==> src/rtl/mrb_pkg.sv <==
package mrb_pkg;
  localparam int PHY_W   = 5;
  localparam int REG_W   = 5;
  localparam int WIN_W   = 3;          // PHY address bits that select a word group
  localparam int SEL_W   = REG_W - 1;  // register bits that select a word in the group
  localparam int TAG_W   = PHY_W - WIN_W;

  typedef enum logic [2:0] {
    ST_IDLE,
    ST_WR_REQ,
    ST_RD_REQ,
    ST_RD_WAIT,
    ST_RESP
  } mrb_state_e;
endpackage

==> src/rtl/mrb_hold.sv <==
module mrb_hold #(
  parameter int W = 16
) (
  input  logic         clk,
  input  logic         rst_n,
  input  logic         ld,
  input  logic [W-1:0] d,
  output logic [W-1:0] q
);
  always_ff @(posedge clk) begin
    if (!rst_n)  q <= '0;
    else if (ld) q <= d;
  end
endmodule

==> src/rtl/mrb_decode.sv <==
module mrb_decode import mrb_pkg::*; #(
  parameter int               PAGE_W   = 9,
  parameter logic [PHY_W-1:0] PAGE_PHY = 5'h1F,
  parameter logic [REG_W-1:0] PAGE_REG = 5'h10,
  parameter logic [TAG_W-1:0] WIN_TAG  = 2'b10,
  localparam int              ADDR_W   = PAGE_W + WIN_W + SEL_W
) (
  input  logic [PHY_W-1:0]  phy,
  input  logic [REG_W-1:0]  regn,
  input  logic [PAGE_W-1:0] page,
  output logic              is_page,
  output logic              in_win,
  output logic              hi_half,
  output logic [ADDR_W-1:0] word_addr
);
  always_comb begin
    is_page   = (phy == PAGE_PHY) && (regn == PAGE_REG);
    in_win    = (phy[PHY_W-1:WIN_W] == WIN_TAG);
    hi_half   = regn[0];
    word_addr = {page, phy[WIN_W-1:0], regn[REG_W-1:1]};
  end
endmodule

==> src/rtl/mrb_ctrl.sv <==
module mrb_ctrl import mrb_pkg::*; #(
  parameter int HALF_W = 16,
  parameter int PAGE_W = 9,
  parameter int ADDR_W = 16
) (
  input  logic                clk,
  input  logic                rst_n,
  input  logic                acc_valid,
  input  logic                acc_write,
  input  logic [HALF_W-1:0]   acc_wdata,
  input  logic                dec_page,
  input  logic                dec_win,
  input  logic                dec_hi,
  input  logic [ADDR_W-1:0]   dec_addr,
  input  logic [PAGE_W-1:0]   page_q,
  input  logic [HALF_W-1:0]   wsh_q,
  input  logic [HALF_W-1:0]   rsh_q,
  input  logic                bank_ready,
  input  logic                bank_rvalid,
  input  logic [HALF_W-1:0]   bank_rdata_lo,
  input  logic                rsp_ready,
  output logic                acc_ready,
  output logic                page_ld,
  output logic                wsh_ld,
  output logic                rsh_ld,
  output logic                bank_req,
  output logic                bank_we,
  output logic [ADDR_W-1:0]   bank_addr,
  output logic [2*HALF_W-1:0] bank_wdata,
  output logic                rsp_valid,
  output logic [HALF_W-1:0]   rsp_data
);
  localparam int PAD_W = HALF_W - PAGE_W;

  mrb_state_e state;
  logic       fire;
  logic       lo_word;

  always_comb begin
    acc_ready = (state == ST_IDLE);
    fire      = acc_valid && acc_ready;
    lo_word   = dec_win && !dec_hi;
    page_ld   = fire && acc_write && dec_page;
    wsh_ld    = fire && acc_write && dec_win && dec_hi;
    rsh_ld    = (state == ST_RD_WAIT) && bank_rvalid;
    bank_req  = (state == ST_WR_REQ) || (state == ST_RD_REQ);
    rsp_valid = (state == ST_RESP);
  end

  always_ff @(posedge clk) begin
    if (!rst_n) begin
      state      <= ST_IDLE;
      bank_we    <= 1'b0;
      bank_addr  <= '0;
      bank_wdata <= '0;
      rsp_data   <= '0;
    end else begin
      unique case (state)
        ST_IDLE: begin
          if (fire) begin
            if (acc_write) begin
              if (lo_word) begin
                bank_we    <= 1'b1;
                bank_addr  <= dec_addr;
                bank_wdata <= {wsh_q, acc_wdata};
                state      <= ST_WR_REQ;
              end
            end else if (lo_word) begin
              bank_we   <= 1'b0;
              bank_addr <= dec_addr;
              state     <= ST_RD_REQ;
            end else begin
              if (dec_page)     rsp_data <= {{PAD_W{1'b0}}, page_q};
              else if (dec_win) rsp_data <= rsh_q;
              else              rsp_data <= '0;
              state <= ST_RESP;
            end
          end
        end
        ST_WR_REQ:  if (bank_ready) state <= ST_IDLE;
        ST_RD_REQ:  if (bank_ready) state <= ST_RD_WAIT;
        ST_RD_WAIT: begin
          if (bank_rvalid) begin
            rsp_data <= bank_rdata_lo;
            state    <= ST_RESP;
          end
        end
        ST_RESP:    if (rsp_ready) state <= ST_IDLE;
        default:    state <= ST_IDLE;
      endcase
    end
  end
endmodule

==> src/rtl/mii_reg_bridge.sv <==
module mii_reg_bridge import mrb_pkg::*; #(
  parameter int               PAGE_W   = 9,
  parameter int               HALF_W   = 16,
  parameter logic [PHY_W-1:0] PAGE_PHY = 5'h1F,
  parameter logic [REG_W-1:0] PAGE_REG = 5'h10,
  parameter logic [TAG_W-1:0] WIN_TAG  = 2'b10
) (
  input  logic                              clk,
  input  logic                              rst_n,
  input  logic                              acc_valid,
  output logic                              acc_ready,
  input  logic                              acc_write,
  input  logic [PHY_W-1:0]                  acc_phy,
  input  logic [REG_W-1:0]                  acc_reg,
  input  logic [HALF_W-1:0]                 acc_wdata,
  output logic                              rsp_valid,
  input  logic                              rsp_ready,
  output logic [HALF_W-1:0]                 rsp_data,
  output logic                              bank_req,
  input  logic                              bank_ready,
  output logic                              bank_we,
  output logic [PAGE_W+WIN_W+SEL_W-1:0]     bank_addr,
  output logic [2*HALF_W-1:0]               bank_wdata,
  input  logic                              bank_rvalid,
  input  logic [2*HALF_W-1:0]               bank_rdata
);
  localparam int ADDR_W = PAGE_W + WIN_W + SEL_W;

  logic [PAGE_W-1:0] page_q;
  logic [HALF_W-1:0] wsh_q, rsh_q;
  logic              page_ld, wsh_ld, rsh_ld;
  logic              dec_page, dec_win, dec_hi;
  logic [ADDR_W-1:0] dec_addr;

  mrb_decode #(
    .PAGE_W(PAGE_W), .PAGE_PHY(PAGE_PHY), .PAGE_REG(PAGE_REG), .WIN_TAG(WIN_TAG)
  ) u_decode (
    .phy(acc_phy), .regn(acc_reg), .page(page_q),
    .is_page(dec_page), .in_win(dec_win), .hi_half(dec_hi), .word_addr(dec_addr)
  );

  mrb_hold #(.W(PAGE_W)) u_page (
    .clk(clk), .rst_n(rst_n), .ld(page_ld), .d(acc_wdata[PAGE_W-1:0]), .q(page_q)
  );

  mrb_hold #(.W(HALF_W)) u_wr_shadow (
    .clk(clk), .rst_n(rst_n), .ld(wsh_ld), .d(acc_wdata), .q(wsh_q)
  );

  mrb_hold #(.W(HALF_W)) u_rd_shadow (
    .clk(clk), .rst_n(rst_n), .ld(rsh_ld), .d(bank_rdata[2*HALF_W-1:HALF_W]), .q(rsh_q)
  );

  mrb_ctrl #(.HALF_W(HALF_W), .PAGE_W(PAGE_W), .ADDR_W(ADDR_W)) u_ctrl (
    .clk(clk), .rst_n(rst_n),
    .acc_valid(acc_valid), .acc_write(acc_write), .acc_wdata(acc_wdata),
    .dec_page(dec_page), .dec_win(dec_win), .dec_hi(dec_hi), .dec_addr(dec_addr),
    .page_q(page_q), .wsh_q(wsh_q), .rsh_q(rsh_q),
    .bank_ready(bank_ready), .bank_rvalid(bank_rvalid),
    .bank_rdata_lo(bank_rdata[HALF_W-1:0]), .rsp_ready(rsp_ready),
    .acc_ready(acc_ready), .page_ld(page_ld), .wsh_ld(wsh_ld), .rsh_ld(rsh_ld),
    .bank_req(bank_req), .bank_we(bank_we), .bank_addr(bank_addr),
    .bank_wdata(bank_wdata), .rsp_valid(rsp_valid), .rsp_data(rsp_data)
  );
endmodule

==> config.mk <==
export PLATFORM = sky130hd
export DESIGN_NAME = mii_reg_bridge
export DESIGN_NICKNAME = d
export VERILOG_FILES = /design/src/rtl/mrb_pkg.sv /design/src/rtl/mrb_hold.sv /design/src/rtl/mrb_decode.sv /design/src/rtl/mrb_ctrl.sv /design/src/rtl/mii_reg_bridge.sv
export SDC_FILE = /design/constraint.sdc
export NUM_CORES = 1
export LEC_CHECK = 0
export ABC_CLOCK_PERIOD_IN_PS = 2000
export BUFFER_PORTS_ARGS = -buffer_cell sky130_fd_sc_hd__buf_4
export CORE_MARGIN = 8
export CORE_UTILIZATION = 40
export CTS_BUF_LIST = sky130_fd_sc_hd__clkbuf_4 sky130_fd_sc_hd__clkbuf_8
export DETAILED_ROUTE_END_ITERATION = 10
export GPL_TIMING_DRIVEN = 1
export PLACE_DENSITY = 0.67
export SYNTH_ARGS = -nofsm -noshare
export SYNTH_HDL_FRONTEND = slang
export SYNTH_SLANG_ARGS = --single-unit
==> constraint.sdc <==
create_clock -name clk -period 2 [get_ports clk]
set_clock_uncertainty 0.2 [all_clocks]
set_input_delay 0.2 -clock clk [delete_from_list [all_inputs] [get_ports clk]]
set_output_delay 0.2 -clock clk [all_outputs]
set_load 0.01 [all_outputs]
# == Yosys cells after proc, flatten, opt, wreduce, memory -nomap -nowiden ==
# Index checks and enable logic that the tools add are counted.
# classes
eq_ne,15
n_reduce_logical,16
muxes,19
# op_table
op,count
$mux 16,6
$pmux 16 s2,1
$mux 3,8
$pmux 3 s5,1
$eq 5x5->1 const B,2
$ne 2x2->1 const B,5
$logic_and 1x1->1,8
$eq 3x2->1 const B,2
$reduce_and 6->1,1
$reduce_and 5->1,1
$ne 2x1->1 const B,2
$reduce_and 4->1,1
$eq 3x1->1 const B,1
$eq 3x3->1 const B,1
$logic_not 3->1,1
$mux 1,3
$ne 3x2->1 const B,1
$reduce_and 3->1,1
$eq 2x2->1 const B,1
$reduce_bool 2->1,1
$logic_not 1->1,1
$logic_or 1x1->1,1
# word_totals
reg_bits,109
elab_cells,58
out_inout_bits,68

# == Longest topological paths before layout ==
# logic_depth
ltp_word,7
depth_mapped,8
mapped_depth_nobuf,4

# == Modules after synthesis ==
# From an unflattened synthesis, not the netlist that was laid out.
# unflattened
cells_unflattened,499
area_unflattened_um2,4629.4
# modules_own_cells
module,n_inst,area_per_inst_um2,cells_each
mrb_ctrl,1,2896.5,348
mrb_hold (u_rd_shadow ...),2,615.6,51
mrb_hold (u_page),1,337.8,28
mrb_decode,1,163.9,21

# == Worst setup path after synthesis ==
# Ideal clock, no wire load.
# synth_timing
kind,register -> register
startpoint,reg u_ctrl.state[0]
endpoint,reg u_ctrl.state[2]
period_less_slack_ps,1954
setup_ps,115
required_ps,1685
t_arrival_ps,1640
path_slack_ps,46
stages_incl_launch_ff,9
path_cell_list,dfxtp_1 buf_6 or3_1 o211a_1 buf_6 and2_4 buf_6 buf_6 o21a_1
# synth_via
elab_chain_len,4
# synth_rtl
element,line_no,source
"start, declared",mrb_ctrl.sv:35,mrb_state_e state;
"start signal, assigned",mrb_ctrl.sv:52,state <= ST_IDLE;
"start signal, assigned",mrb_ctrl.sv:66,state <= ST_WR_REQ;
"start signal, assigned",mrb_ctrl.sv:71,state <= ST_RD_REQ;
$logic_not 3->1,"mrb_ctrl.sv:40, mrb_ctrl.sv:58",
$logic_and 1x1->1,mrb_ctrl.sv:41,fire = acc_valid && acc_ready;
$ne 2x1->1 (no line),--,
$reduce_and 6->1 (no line),--,
# Parallel ways exist; a longest one is shown, timed or not.
# A chain may end at the register's enable or synchronous reset.

# == Final worst setup path ==
# layout_timing
startpoint,reg u_ctrl.state[0]
endpoint,reg u_ctrl.rsp_data[12]
# layout_via
elab_chain_len,4
# layout_rtl
element,line_no,source
$logic_not 3->1,"mrb_ctrl.sv:40, mrb_ctrl.sv:58",
$logic_and 1x1->1,mrb_ctrl.sv:41,
$ne 2x1->1 (no line),--,
$reduce_and 5->1 (no line),--,
"end signal, assigned",mrb_ctrl.sv:73,"if (dec_page) rsp_data <= {{PAD_W{1'b0}}, page_q};"
"end signal, assigned",mrb_ctrl.sv:74,else if (dec_win) rsp_data <= rsh_q;
"end signal, assigned",mrb_ctrl.sv:84,rsp_data <= bank_rdata_lo;
"end, declared",mrb_ctrl.sv:31,output logic [HALF_W-1:0] rsp_data
# Parallel ways exist; a longest one is shown, timed or not.

==> results.yml <==
status:
  outcome: "finished, final reports clean"
critical_path:
  critPathSlowestCell: "dfxtp_1"
  critical-path-top-delay-family: "simple AND/OR/NAND/NOR gates"
  cp_max_fo: 17
  cp_data_arrival_time_ns: 1.96
  max_stage_delay_ns: 0.43
  required_ns: 2.07
  crit_top_cell: "o211a_1"
  critPathBufInv: 0
  path_cells: "or3_1 > o211a_1 > and2_4 > o211a_1"
  endpoint_kind: "flip-flop"
  path_class: "reg -> reg"
  start_kind: "flip-flop"
detailed_routing:
  vias_per_cell: 5.01
  dr.pass1.iters: 4
  vias: 4057
  wl_per_cell_um: 15.6
  drt_iter0_markers: 214
  remaining_drc_errors: 0
  finalWirelength_mm: 12.7
  ant_nets: 0
grt:
  grt_max_degree: 37
  grt_pass1_vias: 4145
  grt.overflow.total: 0
  grt_usage_pct: 17.1
  grt_pass1_wl_mm: 20.6
  antenna_found_initial: 0
power:
  p_switching_mw: 0.955
  pwr-share-comb_pct: 10.6
  p_leak_nw: 3.01
  cellPowerDensity_nw_per_um2: 633
  p_seq_share_pct: 55.1
  fin_total_pwr_mw: 4.01
  p_int_mw: 3.06
  ir_drop_mv: 0.391
  switching_share_pct: 23.8
  clockPowerShare_pct: 34.3
layout:
  area.growth.synth_to_final_pct: 40.6
  drive_above_1_share_pct: 26.6
  antenna-diode-count: 0
  fin_area_um2: 6340
  final_core_util_pct: 58.0
  fin_nets: 730
  fin_cells: 810
synthesis:
  avgSynthCellArea_um2: 9.09
  synth_xor_area_share_pct: 0.194
  synth-async-reset-ratio_pct: 0
  ys_top_cells_by_area: "dfxtp_1, nand2_1, mux2i_1, a21boi_0, o211a_1"
  synth_nets: 561
  synth_flop_cell: "dfxtp_1"
  synth_top_cell_area_share_pct: 48.4
  synth_top_family_by_area: "simple AND/OR/NAND/NOR gates"
  yosysMostFrequentCell: "nand2_1"
  ys_seq_area_share_pct: 48.4
  synth_adder_area_share_pct: 0
  synthCells: 496
  synth_compound_area_share_pct: 14.3
  synth_edf_count: 0
  synth-seq-cells: 109
  synth_warnings: 0
  yosys.area_share.simple_pct: 20.0
  synth_mux_area_share_pct: 12.9
  netlist_area_um2: 4510
  ys_top_cells_by_count: "nand2_1, dfxtp_1, mux2i_1"
  yosys.cell_types.count: 39
  yosysTopAreaCell: "dfxtp_1"
flow_run:
  maxCapViolCount: 0
placed_design:
  dp_slack_ns: -0.0335
  dpl.hpwl_mm: 9.30
  port_buffers: 132
  dp_cells: 749
  finalWeightedCongestion: 0.875
  postPlaceCellArea_um2: 5670
sta:
  finalHoldViolations: 0
  fmaxAchievable_ghz: 0.529
  fin_setup_tns_ns: 0
  worstMarginPinSlew_ns: 0.519
  max-slew-margin-rel_pct: 65.3
  setup_violations: 0
  setup_slack_ns: 0.111
  slew_viol_final: 0
  fin_crit_sh_pct: 94.4
  timing.hold.ws_ns: 0.0241
  rsz0062_at_grt: "false"
  period_needed_ns: 1.89
clocking:
  clockBufferDepth: 2
  cts_made_buffers: 9
  clock_latency_ns: 0.37
  postCtsSetupRepairBufs: 0
  clk_pin_slew_ns: 0.10
  clock-sinks: 109
  htree_levels: 3
  cts_tree: "done"
  root_buffer: "clkbuf_8"
floorplan:
  rows: 38
  ios: 133
  dieArea_um2: 14900
  dieHeight_um: 122
  start_util_pct: 41.2
  core-area_um2: 10900
  die_x_um: 122
min_path:
  hold_path.class: "in -> reg"
[worst min-delay path: cells and delay by family]
kind / cells / cell delay, ns
muxes: 1 / 0.15
and+or+nand+nor: 1 / 0.13
buffers and inverters: 1 / 0.08
[layer usage]
| metal | part of all wire (%) | up-vias | wire length (µm) | GRT usage [%] |
|---|---|---|---|---|
| met2 | 47 | 112 | 5990 | 28.5 |
| met1 | 42 | 1907 | 5330 | 20.2 |
| met4 | 1.1 | 0 | 144 | 3.66 |
| met3 | 9.4 | 10 | 1190 | 6.99 |
| met5 | 0 | - | 0 | 0 |
| li1 | - | 2028 | - | - |
[layout make-up]
type                       instances  area, µm²
fill                             992       4600
sequential                       109       2180
multi-input combinational        349       2140
timing repair buffer             195       1630
tap                              140        175
clock buffer                      10        138
clock inverter                     6       68.8
inverter                           1       3.75
[sequential cells by signal, summed over array words and instances, names as in the netlist]
| signal | flops |
|---|---|
| u_ctrl.state | 3 |
| u_page.q | 9 |
| u_wr_shadow.q | 16 |
| u_ctrl.bank_wdata | 32 |
| u_ctrl.bank_we | 1 |
| u_ctrl.bank_addr | 16 |
| u_rd_shadow.q | 16 |
| u_ctrl.rsp_data | 16 |
[power groups by stage]
| stage | logic, mW | clock network, mW | registers, mW |
|---|---|---|---|
| floorplan | 0.165 | 0 | 2.26 |
| global placement | 0.351 | 0 | 2.26 |
| detailed placement | 0.355 | 0 | 2.26 |
| CTS | 0.426 | 1.42 | 2.21 |
| global route | 0.463 | 1.51 | 2.22 |
| finish | 0.426 | 1.37 | 2.21 |
[cells by family after synthesis]
family / Yosys count
compound gates: 85
mux: 58
flops: 109
xor+xnor: 1
buf+inv: 38
simple gates: 205
[cell usage in the layout, fill, tap and decap left out, types with 2 or more instances in the layout]
cell	Yosys	final
nand4_1	8	8
nor2_1	12	12
buf_4	1	146
a21boi_1	10	10
and3_1	2	2
buf_12	0	4
a21oi_1	9	9
dfxtp_1	109	108
o211a_1	9	9
a21boi_0	24	24
inv_6	0	2
nand3_1	9	8
a2bb2oi_1	9	9
nand2_2	2	2
nand2_1	156	156
o21a_1	11	11
mux2i_1	58	58
dlygate4sd3_1	0	45
or3_1	2	2
nand3_2	1	2
o22ai_1	10	10
clkbuf_8	0	10
[final timing paths]
check	start	end	slack [ns]	depth (start not counted)
max	u_ctrl.state[0]$_SDFFE_PN0P_	u_ctrl.rsp_data[12]$_SDFFE_PN0P_	0.11	4
min	acc_wdata[8]	u_wr_shadow.q[8]$_SDFFE_PN0P_	0.02	3
max reg2reg	u_ctrl.state[0]$_SDFFE_PN0P_	u_ctrl.rsp_data[12]$_SDFFE_PN0P_	0.11	4
min reg2reg	u_ctrl.bank_addr[13]$_SDFFE_PN0P_	u_ctrl.bank_addr[13]$_SDFFE_PN0P_	0.26	2
[repair_timing]
item                       4_1_cts  5_1_grt
setup endpoints to repair        0        9
gates resized for setup          0        2
hold endpoints to repair        66        0
hold buffers                    45        0
(Power assumes the default switching activity.)
